$ cat src/rtl/pwr_seq_pkg.sv
package pwr_seq_pkg;
  typedef enum logic [1:0] {
    ST_HOLD   = 2'd0,
    ST_SETTLE = 2'd1,
    ST_RUN    = 2'd2
  } seq_state_t;

  localparam int unsigned ADDR_CLK_EN  = 0;
  localparam int unsigned ADDR_RST_REL = 1;
endpackage

$ cat src/rtl/pwr_seq_sync.sv
module pwr_seq_sync #(
  parameter logic RST_VAL = 1'b0
) (
  input  logic clk,
  input  logic arst_n,
  input  logic d,
  output logic q
);
  logic s1_q, s2_q;

  always_ff @(posedge clk or negedge arst_n) begin
    if (!arst_n) begin
      s1_q <= RST_VAL;
      s2_q <= RST_VAL;
    end else begin
      s1_q <= d;
      s2_q <= s1_q;
    end
  end

  assign q = s2_q;
endmodule

$ cat src/rtl/pwr_seq_fsm.sv
module pwr_seq_fsm
  import pwr_seq_pkg::*;
#(
  parameter int unsigned SETTLE_CYC = 20
) (
  input  logic clk,
  input  logic arst_n,
  input  logic hold_i,
  output logic pll_rst_n,
  output logic run_o
);
  localparam int unsigned CNT_W = $clog2(SETTLE_CYC + 1);
  localparam logic [CNT_W-1:0] CNT_LAST = CNT_W'(SETTLE_CYC - 1);

  seq_state_t state_q;
  logic [CNT_W-1:0] cnt_q;

  always_ff @(posedge clk or negedge arst_n) begin
    if (!arst_n) begin
      state_q <= ST_HOLD;
      cnt_q   <= '0;
    end else if (hold_i) begin
      state_q <= ST_HOLD;
      cnt_q   <= '0;
    end else begin
      unique case (state_q)
        ST_HOLD: begin
          state_q <= ST_SETTLE;
          cnt_q   <= '0;
        end
        ST_SETTLE: begin
          if (cnt_q == CNT_LAST) state_q <= ST_RUN;
          else                   cnt_q   <= cnt_q + 1'b1;
        end
        default: state_q <= ST_RUN;
      endcase
    end
  end

  assign pll_rst_n = (state_q != ST_HOLD);
  assign run_o     = (state_q == ST_RUN);

  // the settling counter never passes its terminal count
  p_settle_bound_r3: assert property (@(posedge clk) disable iff (!arst_n)
    (state_q == ST_SETTLE) |-> (cnt_q <= CNT_LAST));

  // a system reset request always lands the sequencer in hold
  p_hold_on_reset_r8: assert property (@(posedge clk) disable iff (!arst_n)
    hold_i |=> (!pll_rst_n && !run_o));
endmodule

$ cat src/rtl/pwr_seq_domregs.sv
module pwr_seq_domregs
  import pwr_seq_pkg::*;
#(
  parameter int unsigned N_DOM  = 4,
  parameter int unsigned ADDR_W = 2
) (
  input  logic              clk,
  input  logic              arst_n,
  input  logic              hold_i,
  input  logic              run_i,
  input  logic              wr_en,
  input  logic [ADDR_W-1:0] wr_addr,
  input  logic [N_DOM-1:0]  wr_data,
  output logic [N_DOM-1:0]  clk_en_o,
  output logic [N_DOM-1:0]  rst_rel_o
);
  logic [N_DOM-1:0] ce_q, rr_q;
  logic wr_ok;

  assign wr_ok = wr_en && run_i && !hold_i;

  always_ff @(posedge clk or negedge arst_n) begin
    if (!arst_n) begin
      ce_q <= '0;
      rr_q <= '0;
    end else if (hold_i || !run_i) begin
      ce_q <= '0;
      rr_q <= '0;
    end else if (wr_ok) begin
      if (wr_addr == ADDR_W'(ADDR_CLK_EN))  ce_q <= wr_data;
      if (wr_addr == ADDR_W'(ADDR_RST_REL)) rr_q <= wr_data;
    end
  end

  assign clk_en_o  = ce_q;
  assign rst_rel_o = rr_q;

  // no peripheral domain is enabled or released unless the processor runs
  p_dom_gated_r5: assert property (@(posedge clk) disable iff (!arst_n)
    ((|ce_q) || (|rr_q)) |-> run_i);

  // with the processor in reset, the domain registers do not take writes
  p_wr_ignored_r7: assert property (@(posedge clk) disable iff (!arst_n)
    !run_i |=> ((ce_q == '0) && (rr_q == '0)));
endmodule

$ cat src/rtl/pwr_seq_park.sv
module pwr_seq_park (
  input  logic clk,
  input  logic arst_n,
  input  logic clr_i,
  input  logic pg_s,
  output logic park_req
);
  logic armed_q, park_q, fall_now;

  assign fall_now = armed_q && !pg_s && !clr_i;

  always_ff @(posedge clk or negedge arst_n) begin
    if (!arst_n) begin
      armed_q <= 1'b0;
      park_q  <= 1'b0;
    end else begin
      if (pg_s) armed_q <= 1'b1;
      if (clr_i)         park_q <= 1'b0;
      else if (fall_now) park_q <= 1'b1;
    end
  end

  assign park_req = park_q || fall_now;

  // a synchronised power-good fall outside reset raises the request at once
  p_park_fast_r9: assert property (@(posedge clk) disable iff (!arst_n)
    ($fell(pg_s) && !clr_i) |-> park_req);

  // the request is kept until a system reset
  p_park_sticky_r10: assert property (@(posedge clk) disable iff (!arst_n)
    (park_q && !clr_i) |=> park_q);
endmodule

$ cat src/rtl/pwr_seq_top.sv
module pwr_seq_top #(
  parameter int unsigned CLK_HZ    = 50_000_000,
  parameter int unsigned SETTLE_US = 100_000,
  parameter int unsigned N_DOM     = 4,
  parameter int unsigned ADDR_W    = 2
) (
  input  logic              clk_ref,
  input  logic              pwr_sense_a,
  input  logic              pwr_good_a,
  input  logic              wdog_a,
  input  logic              wr_en,
  input  logic [ADDR_W-1:0] wr_addr,
  input  logic [N_DOM-1:0]  wr_data,
  output logic              pll_rst_n,
  output logic              cpu_rst_n,
  output logic              cpu_clk_en,
  output logic [N_DOM-1:0]  dom_clk_en,
  output logic [N_DOM-1:0]  dom_rst_n,
  output logic              out_disable,
  output logic              park_req
);
  localparam int unsigned SETTLE_CYC = (CLK_HZ / 1_000_000) * SETTLE_US;

  logic sense_s, wdog_s, pg_s, sys_hold, run;

  pwr_seq_sync #(.RST_VAL(1'b0)) u_sync_sense (
    .clk(clk_ref), .arst_n(pwr_sense_a), .d(1'b1), .q(sense_s));
  pwr_seq_sync #(.RST_VAL(1'b0)) u_sync_wdog (
    .clk(clk_ref), .arst_n(pwr_sense_a), .d(wdog_a), .q(wdog_s));
  pwr_seq_sync #(.RST_VAL(1'b0)) u_sync_pg (
    .clk(clk_ref), .arst_n(pwr_sense_a), .d(pwr_good_a), .q(pg_s));

  assign sys_hold = !sense_s || wdog_s;

  pwr_seq_fsm #(.SETTLE_CYC(SETTLE_CYC)) u_fsm (
    .clk(clk_ref), .arst_n(pwr_sense_a), .hold_i(sys_hold),
    .pll_rst_n(pll_rst_n), .run_o(run));

  pwr_seq_domregs #(.N_DOM(N_DOM), .ADDR_W(ADDR_W)) u_dom (
    .clk(clk_ref), .arst_n(pwr_sense_a), .hold_i(sys_hold), .run_i(run),
    .wr_en(wr_en), .wr_addr(wr_addr), .wr_data(wr_data),
    .clk_en_o(dom_clk_en), .rst_rel_o(dom_rst_n));

  pwr_seq_park u_park (
    .clk(clk_ref), .arst_n(pwr_sense_a), .clr_i(sys_hold),
    .pg_s(pg_s), .park_req(park_req));

  assign cpu_rst_n   = run;
  assign cpu_clk_en  = run;
  assign out_disable = !run;

  // outputs are released only while the PLL is out of reset
  p_outdis_pll_r4: assert property (@(posedge clk_ref) disable iff (!pwr_sense_a)
    !pll_rst_n |-> out_disable);
endmodule

$ cat config.mk
export PLATFORM = sky130hd
export DESIGN_NAME = pwr_seq_top
export DESIGN_NICKNAME = d
export VERILOG_FILES = /design/src/rtl/pwr_seq_pkg.sv /design/src/rtl/pwr_seq_sync.sv /design/src/rtl/pwr_seq_fsm.sv /design/src/rtl/pwr_seq_domregs.sv /design/src/rtl/pwr_seq_park.sv /design/src/rtl/pwr_seq_top.sv
export SDC_FILE = /design/constraint.sdc
export NUM_CORES = 1
export LEC_CHECK = 0
export BUFFER_PORTS_ARGS = -buffer_cell sky130_fd_sc_hd__buf_2
export CORE_AREA = 4 4 78 80
export CTS_CLUSTER_DIAMETER = 30
export DETAILED_ROUTE_END_ITERATION = 7
export DIE_AREA = 0 0 82 84
export REMOVE_ABC_BUFFERS = 1
export SYNTH_ARGS = -nofsm -noshare
export SYNTH_HDL_FRONTEND = slang
export SYNTH_HIERARCHICAL = 1
export SYNTH_SLANG_ARGS = --single-unit
$ cat constraint.sdc
create_clock -name clk_ref -period 4.03 [get_ports clk_ref]
set_clock_uncertainty 0.1 [all_clocks]
set_input_delay 0.403 -clock clk_ref [delete_from_list [all_inputs] [get_ports clk_ref]]
set_output_delay 0.403 -clock clk_ref [all_outputs]
set_load 0.01 [all_outputs]
* Word level (Yosys, flattened, before mapping)
Cells that the tools add are included.
** Operators by class
- Add/subtract/negate cells :: 1
- Equality and inequality tests :: 6
- Reductions and logical operators :: 22
- Muxes and demuxes :: 14
** Operators with widths (number)
- 23-bit two-way mux :: 2
- 23-bit one-hot mux with 2 select lines :: 1
- 4-bit two-way mux :: 6
- 23-bit by 1-bit adder with 23-bit output (second input constant) :: 1
- 23-bit equality test (second input constant) :: 1
- 2-bit nonzero test :: 5
- 2-bit AND reduction :: 3
- 2-bit by 1-bit equality test with 1-bit output (second input constant) :: 2
- 1-bit logical AND :: 4
- 1-bit zero test :: 4
- 2-bit zero test :: 2
- 2-bit two-way mux :: 2
- 2-bit one-hot mux with 2 select lines :: 1
- 1-bit logical OR :: 3
- 3-bit by 1-bit != test with 1-bit output (second input constant) :: 1
- 3-bit by 2-bit != test with 1-bit output (second input constant) :: 1
- 3-bit nonzero test :: 1
- 2-bit equality test (second input constant) :: 1
- 1-bit two-way mux :: 2
** Storage, ports and cells
- Output and inout bits :: 13
- Bits of input ports :: 11
- Register bits :: 41
- Logic and storage cells :: 55

* Depth between registers and ports, before layout
- Depth after elaboration :: 6
- Mapped depth :: 8

* Modules after synthesis
Netlist, hierarchy kept.
** By module, submodules not included
- pwr_seq_fsm :: area an instance 1445.1 um^2, times used 1, cells an instance 160
- pwr_seq_domregs :: area an instance 409.1 um^2, times used 1, cells an instance 32
- pwr_seq_sync :: area an instance 50.0 um^2, times used 3, cells an instance 2
- pwr_seq_park :: area an instance 91.3 um^2, times used 1, cells an instance 7
- pwr_seq_top :: area an instance 21.3 um^2, times used 1, cells an instance 4

* Least setup slack after synthesis
No wires, ideal clock.
- Path type :: reg2reg
- Start :: register u_fsm.cnt_q[7]
- End :: register u_fsm.cnt_q[0]
- Path slack :: 1915 ps
- Data arrival time :: 1890 ps
- Setup time :: 125 ps
- Stages on the path, launching flop included :: 8
- Cell sequence :: dfrtp_1 > buf_2 > or4b_1 > nor4_1 > a21oi_1 > buf_2 > buf_4 > mux2_2
** Between the ends
- Word-level cells in the longest chain between the ends :: 3
** Ends and longest elaborated chain
- start, declared :: line pwr_seq_fsm.sv:16 : logic [CNT_W-1:0] cnt_q;
- start signal, assigned :: line pwr_seq_fsm.sv:33 : else cnt_q <= cnt_q + 1'b1;
- 23-bit equality test :: line pwr_seq_fsm.sv:32 : if (cnt_q == CNT_LAST) state_q <= ST_RUN;
- 3-bit by 2-bit != test with 1-bit output (no line)
- 2-bit AND reduction (no line)
No other way between the ends.
A chain may end at the register's enable or synchronous reset.

* Worst setup path in the final report
- Start :: register u_fsm.cnt_q[7]
- End :: register u_fsm.cnt_q[13]
** Between the ends
- Word-level cells in the longest chain between the ends :: 4
** Ends and longest elaborated chain
- 23-bit by 1-bit adder with 23-bit output :: line pwr_seq_fsm.sv:33
- 23-bit two-way mux :: line pwr_seq_fsm.sv:32
- 23-bit one-hot mux with 2 select lines :: line pwr_seq_fsm.sv:26 : unique case (state_q)
- 23-bit two-way mux :: line pwr_seq_fsm.sv:22 : end else if (hold_i) begin
Parallel ways exist; a longest one is shown, timed or not. The select of a mux whose other input is x is not followed.

==> impl_metrics.toml <==
[status]
status = "complete, no violations"

[layout]
n_antenna_cell = 0
fin_area_um2 = 2374
utilization = 0.4391
syn2layout_area_growth_pct = 12.12
final_nets = 242
drive_above_1_share = 0.1991

[placed_design]
place_area_um2 = 2262
gp_congestion = 0.8578
post-dp-hpwl_um = 2983
port_buffers = 23
dpl_worst_slack_ps = 1630

[power]
total_power_uw = 779.3
p_leak_uw = 0.001009
irDropWorstVdd_uv = 123.2
powerDensity_nw_per_um2 = 328.3

[logic_synthesis]
synth_top_cell_area_share = 0.4846
async_reset_ff_frac = 1.000
synth.avg_cell_area_um2 = 10.13
seq_area_frac_synth = 0.4846
ys.flop_type = "dfrtp_1"
synth_edf_count = 0
synth_top_area_cell = "dfrtp_1"
synth.top_cells.by_count = "dfrtp_1 (41), nand2_1 (18), a31oi_1 (17), nand3_1 (13), nand3b_1 (12)"
synth.distinct_cells = 44
synth_seq_cells = 41
yosysMostFrequentCell = "dfrtp_1"
synth_area_leaders = "dfrtp_1 (48%), a31oi_1 (5.0%), mux2i_1 (4.7%)"
yosysWarnings = 6
synth_area_um2 = 2117
postSynthCellCount = 209

[min_path]
hold_path.class = "input port to register"
min_path_cells = 1
whs_endpoint = "u_sync_pg/s1_q$_DFF_PN0_"
hold_start = "pwr_good_a"

[sta]
slew_headroom = 0.2415
hold_viol = 0
fin_setup_tns_ps = 0
fin_ws_ps = 1595
fmax_ghz = 0.4106
fin_crit_ps = 2435
worst_pin_slew_ps = 1127
setup_violations = 0
maxSlewViolCount = 0
min_period_over_period = 0.6043
rsz0062_at_grt = "no"

[drt]
ant_nets = 0
drt_iter0_drc = 105
firstDrtPassIters = 4
wl_per_cell_um = 14.24
vias = 1672
wl_um = 4314
remaining_drc_errors = 0
drt-vias-per-instance = 5.518

[critical_path]
reg2reg_depth = 6
critPathCaptureType = "register"
r2r_slack_ps = 1590
cp.required_ps = 4090
arrival_ps = 2500
cp_slowest_cell = "or4b_1"
reg2reg_to = "u_fsm/cnt_q[13]$_DFFE_PN0P_"
startpoint_type = "register"
path_cells = "or4b_1 -> nor4_1 -> a21oi_2 -> buf_4 -> a41oi_1 -> a31oi_1"
r2r_start = "u_fsm/cnt_q[7]$_DFFE_PN0P_"
worst-setup-path-type = "register to register"
slowest_delay_ps = 540
crit_fanout = 23

[clocking]
ctsHoldBuffers = 0
ctsHtreeMaxLevel = 2
cts_tree = "built"
cts_resized = 0
cts-buffers-inserted = 5
clk_pin_slew_worst_paths_ps = 80
clock_latency_ps = 290
cts_setup_buffers = 0
cts_sinks = 41
root_buffer = "clkbuf_8"
clock_path_buffers = 2

[global_route]
grt_first_pass_wirelength_um = 7596
antenna_found_initial = 0
grt_usage = 0.1391
first_global_vias = 1519
grt_max_degree = 42
globalRouteOverflowTotal = 0

[die]
die_y_um = 84
rows = 27
die-area_um2 = 6888
dieWidth_um = 82
start_util = 0.3917
ioPinCount = 24
coreArea_um2 = 5405

[job]
max-cap-violations = 0
[layer usage]
metal | wire, um | track usage | vias up
met2 | 1931 | 0.1932 | 40
li1 | - | - | 823
met3 | 224 | 0.03564 | 5
met5 | 0 | 0 | -
met1 | 2119 | 0.2101 | 804
met4 | 38 | 0.04079 | 0
[cells in the final DEF (no fill, tap or decap), drive strengths merged, types with 2 or more instances in the layout]
| cell type | instances |
|---|---|
| and4 | 2 |
| nand3 | 13 |
| buf | 25 |
| or2 | 2 |
| inv | 3 |
| nor4 | 4 |
| nand2 | 18 |
| or4b | 2 |
| nor2 | 7 |
| nand4 | 7 |
| a41oi | 2 |
| clkinv | 2 |
| or4 | 2 |
| and3 | 5 |
| a21oi | 13 |
| mux2i | 10 |
| nand2b | 5 |
| a31oi | 17 |
| nor2b | 2 |
| dfrtp | 41 |
| nor3 | 5 |
| a22o | 2 |
| clkbuf | 6 |
| nand3b | 13 |
| o21ai | 12 |
[final cells by class]
| class | count | area (um^2) |
|---|---|---|
| Timing Repair Buffer | 25 | 130.1 |
| Tap cell | 72 | 90.09 |
| Inverter | 4 | 20.02 |
| Sequential cell | 41 | 1026 |
| Clock buffer | 6 | 72.57 |
| Clock inverter | 2 | 38.79 |
| Multi-Input combinational cell | 153 | 996.0 |
| Fill cell | 530 | 3032 |
[worst max-delay path: cells and delay by family, from the launching register on]
kind,cells,cell delay (ps)
buffers and inverters,1,280
flip-flops,1,480
AO/OA/AOI/OAI,3,560
AND/OR/NAND/NOR,2,880
[power breakdown]
part	leakage [uW]	internal [uW]	total (uW)	switching [uW]
clock	0.0000554	186	327	141
sequential	0.000552	415	417	1.87
combinational	0.000402	13.7	34.9	21.1
total	0.00101	615	779	164
[flip-flops by register name (all words and copies together), names as in the netlist]
| name | count |
|---|---|
| u_fsm/cnt_q | 23 |
| u_dom/clk_en_o | 4 |
| u_dom/rst_rel_o | 4 |
| u_fsm/state_q | 2 |
| u_park/armed_q | 1 |
| u_park/park_q | 1 |
| u_sync_pg/q | 1 |
| u_sync_pg/s1_q | 1 |
| u_sync_sense/q | 1 |
| u_sync_sense/s1_q | 1 |
| u_sync_wdog/q | 1 |
| u_sync_wdog/s1_q | 1 |
[per-stage QoR]
stage	std cells	hold WS, ps
global placement	295	232.1
CTS	303	101.1
finish	303	117.3
detailed placement	295	235.5
floorplan	198	7.409
global route	303	94.47
[logic make-up after synthesis]
| family | after synthesis | share of synthesized area |
|---|---|---|
| other | 1 | 0.001771 |
| muxes | 11 | 0.05260 |
| DFF | 41 | 0.4846 |
| buffers and inverters | 15 | 0.04669 |
| and+or+nand+nor | 91 | 0.2595 |
| adders and majority gates | 1 | 0.005909 |
| AOI/OAI and AO/OA | 49 | 0.1489 |
[worst max path at each step]
stage | startpoint | endpoint | slack, ps | depth (start not counted)
detailed placement | u_fsm/cnt_q[7]$_DFFE_PN0P_ | u_fsm/cnt_q[13]$_DFFE_PN0P_ | 1630 | 6
global route | u_sync_wdog/q$_DFF_PN0_ | u_fsm/cnt_q[13]$_DFFE_PN0P_ | 1360 | 8
CTS | u_sync_wdog/q$_DFF_PN0_ | u_fsm/cnt_q[13]$_DFFE_PN0P_ | 1610 | 8
floorplan | u_sync_wdog/q$_DFF_PN0_ | u_fsm/cnt_q[11]$_DFFE_PN0P_ | 990 | 6
finish | u_fsm/cnt_q[7]$_DFFE_PN0P_ | u_fsm/cnt_q[13]$_DFFE_PN0P_ | 1590 | 6
global placement | u_fsm/cnt_q[7]$_DFFE_PN0P_ | u_fsm/cnt_q[13]$_DFFE_PN0P_ | 1630 | 6
(Power assumes the default switching activity.)
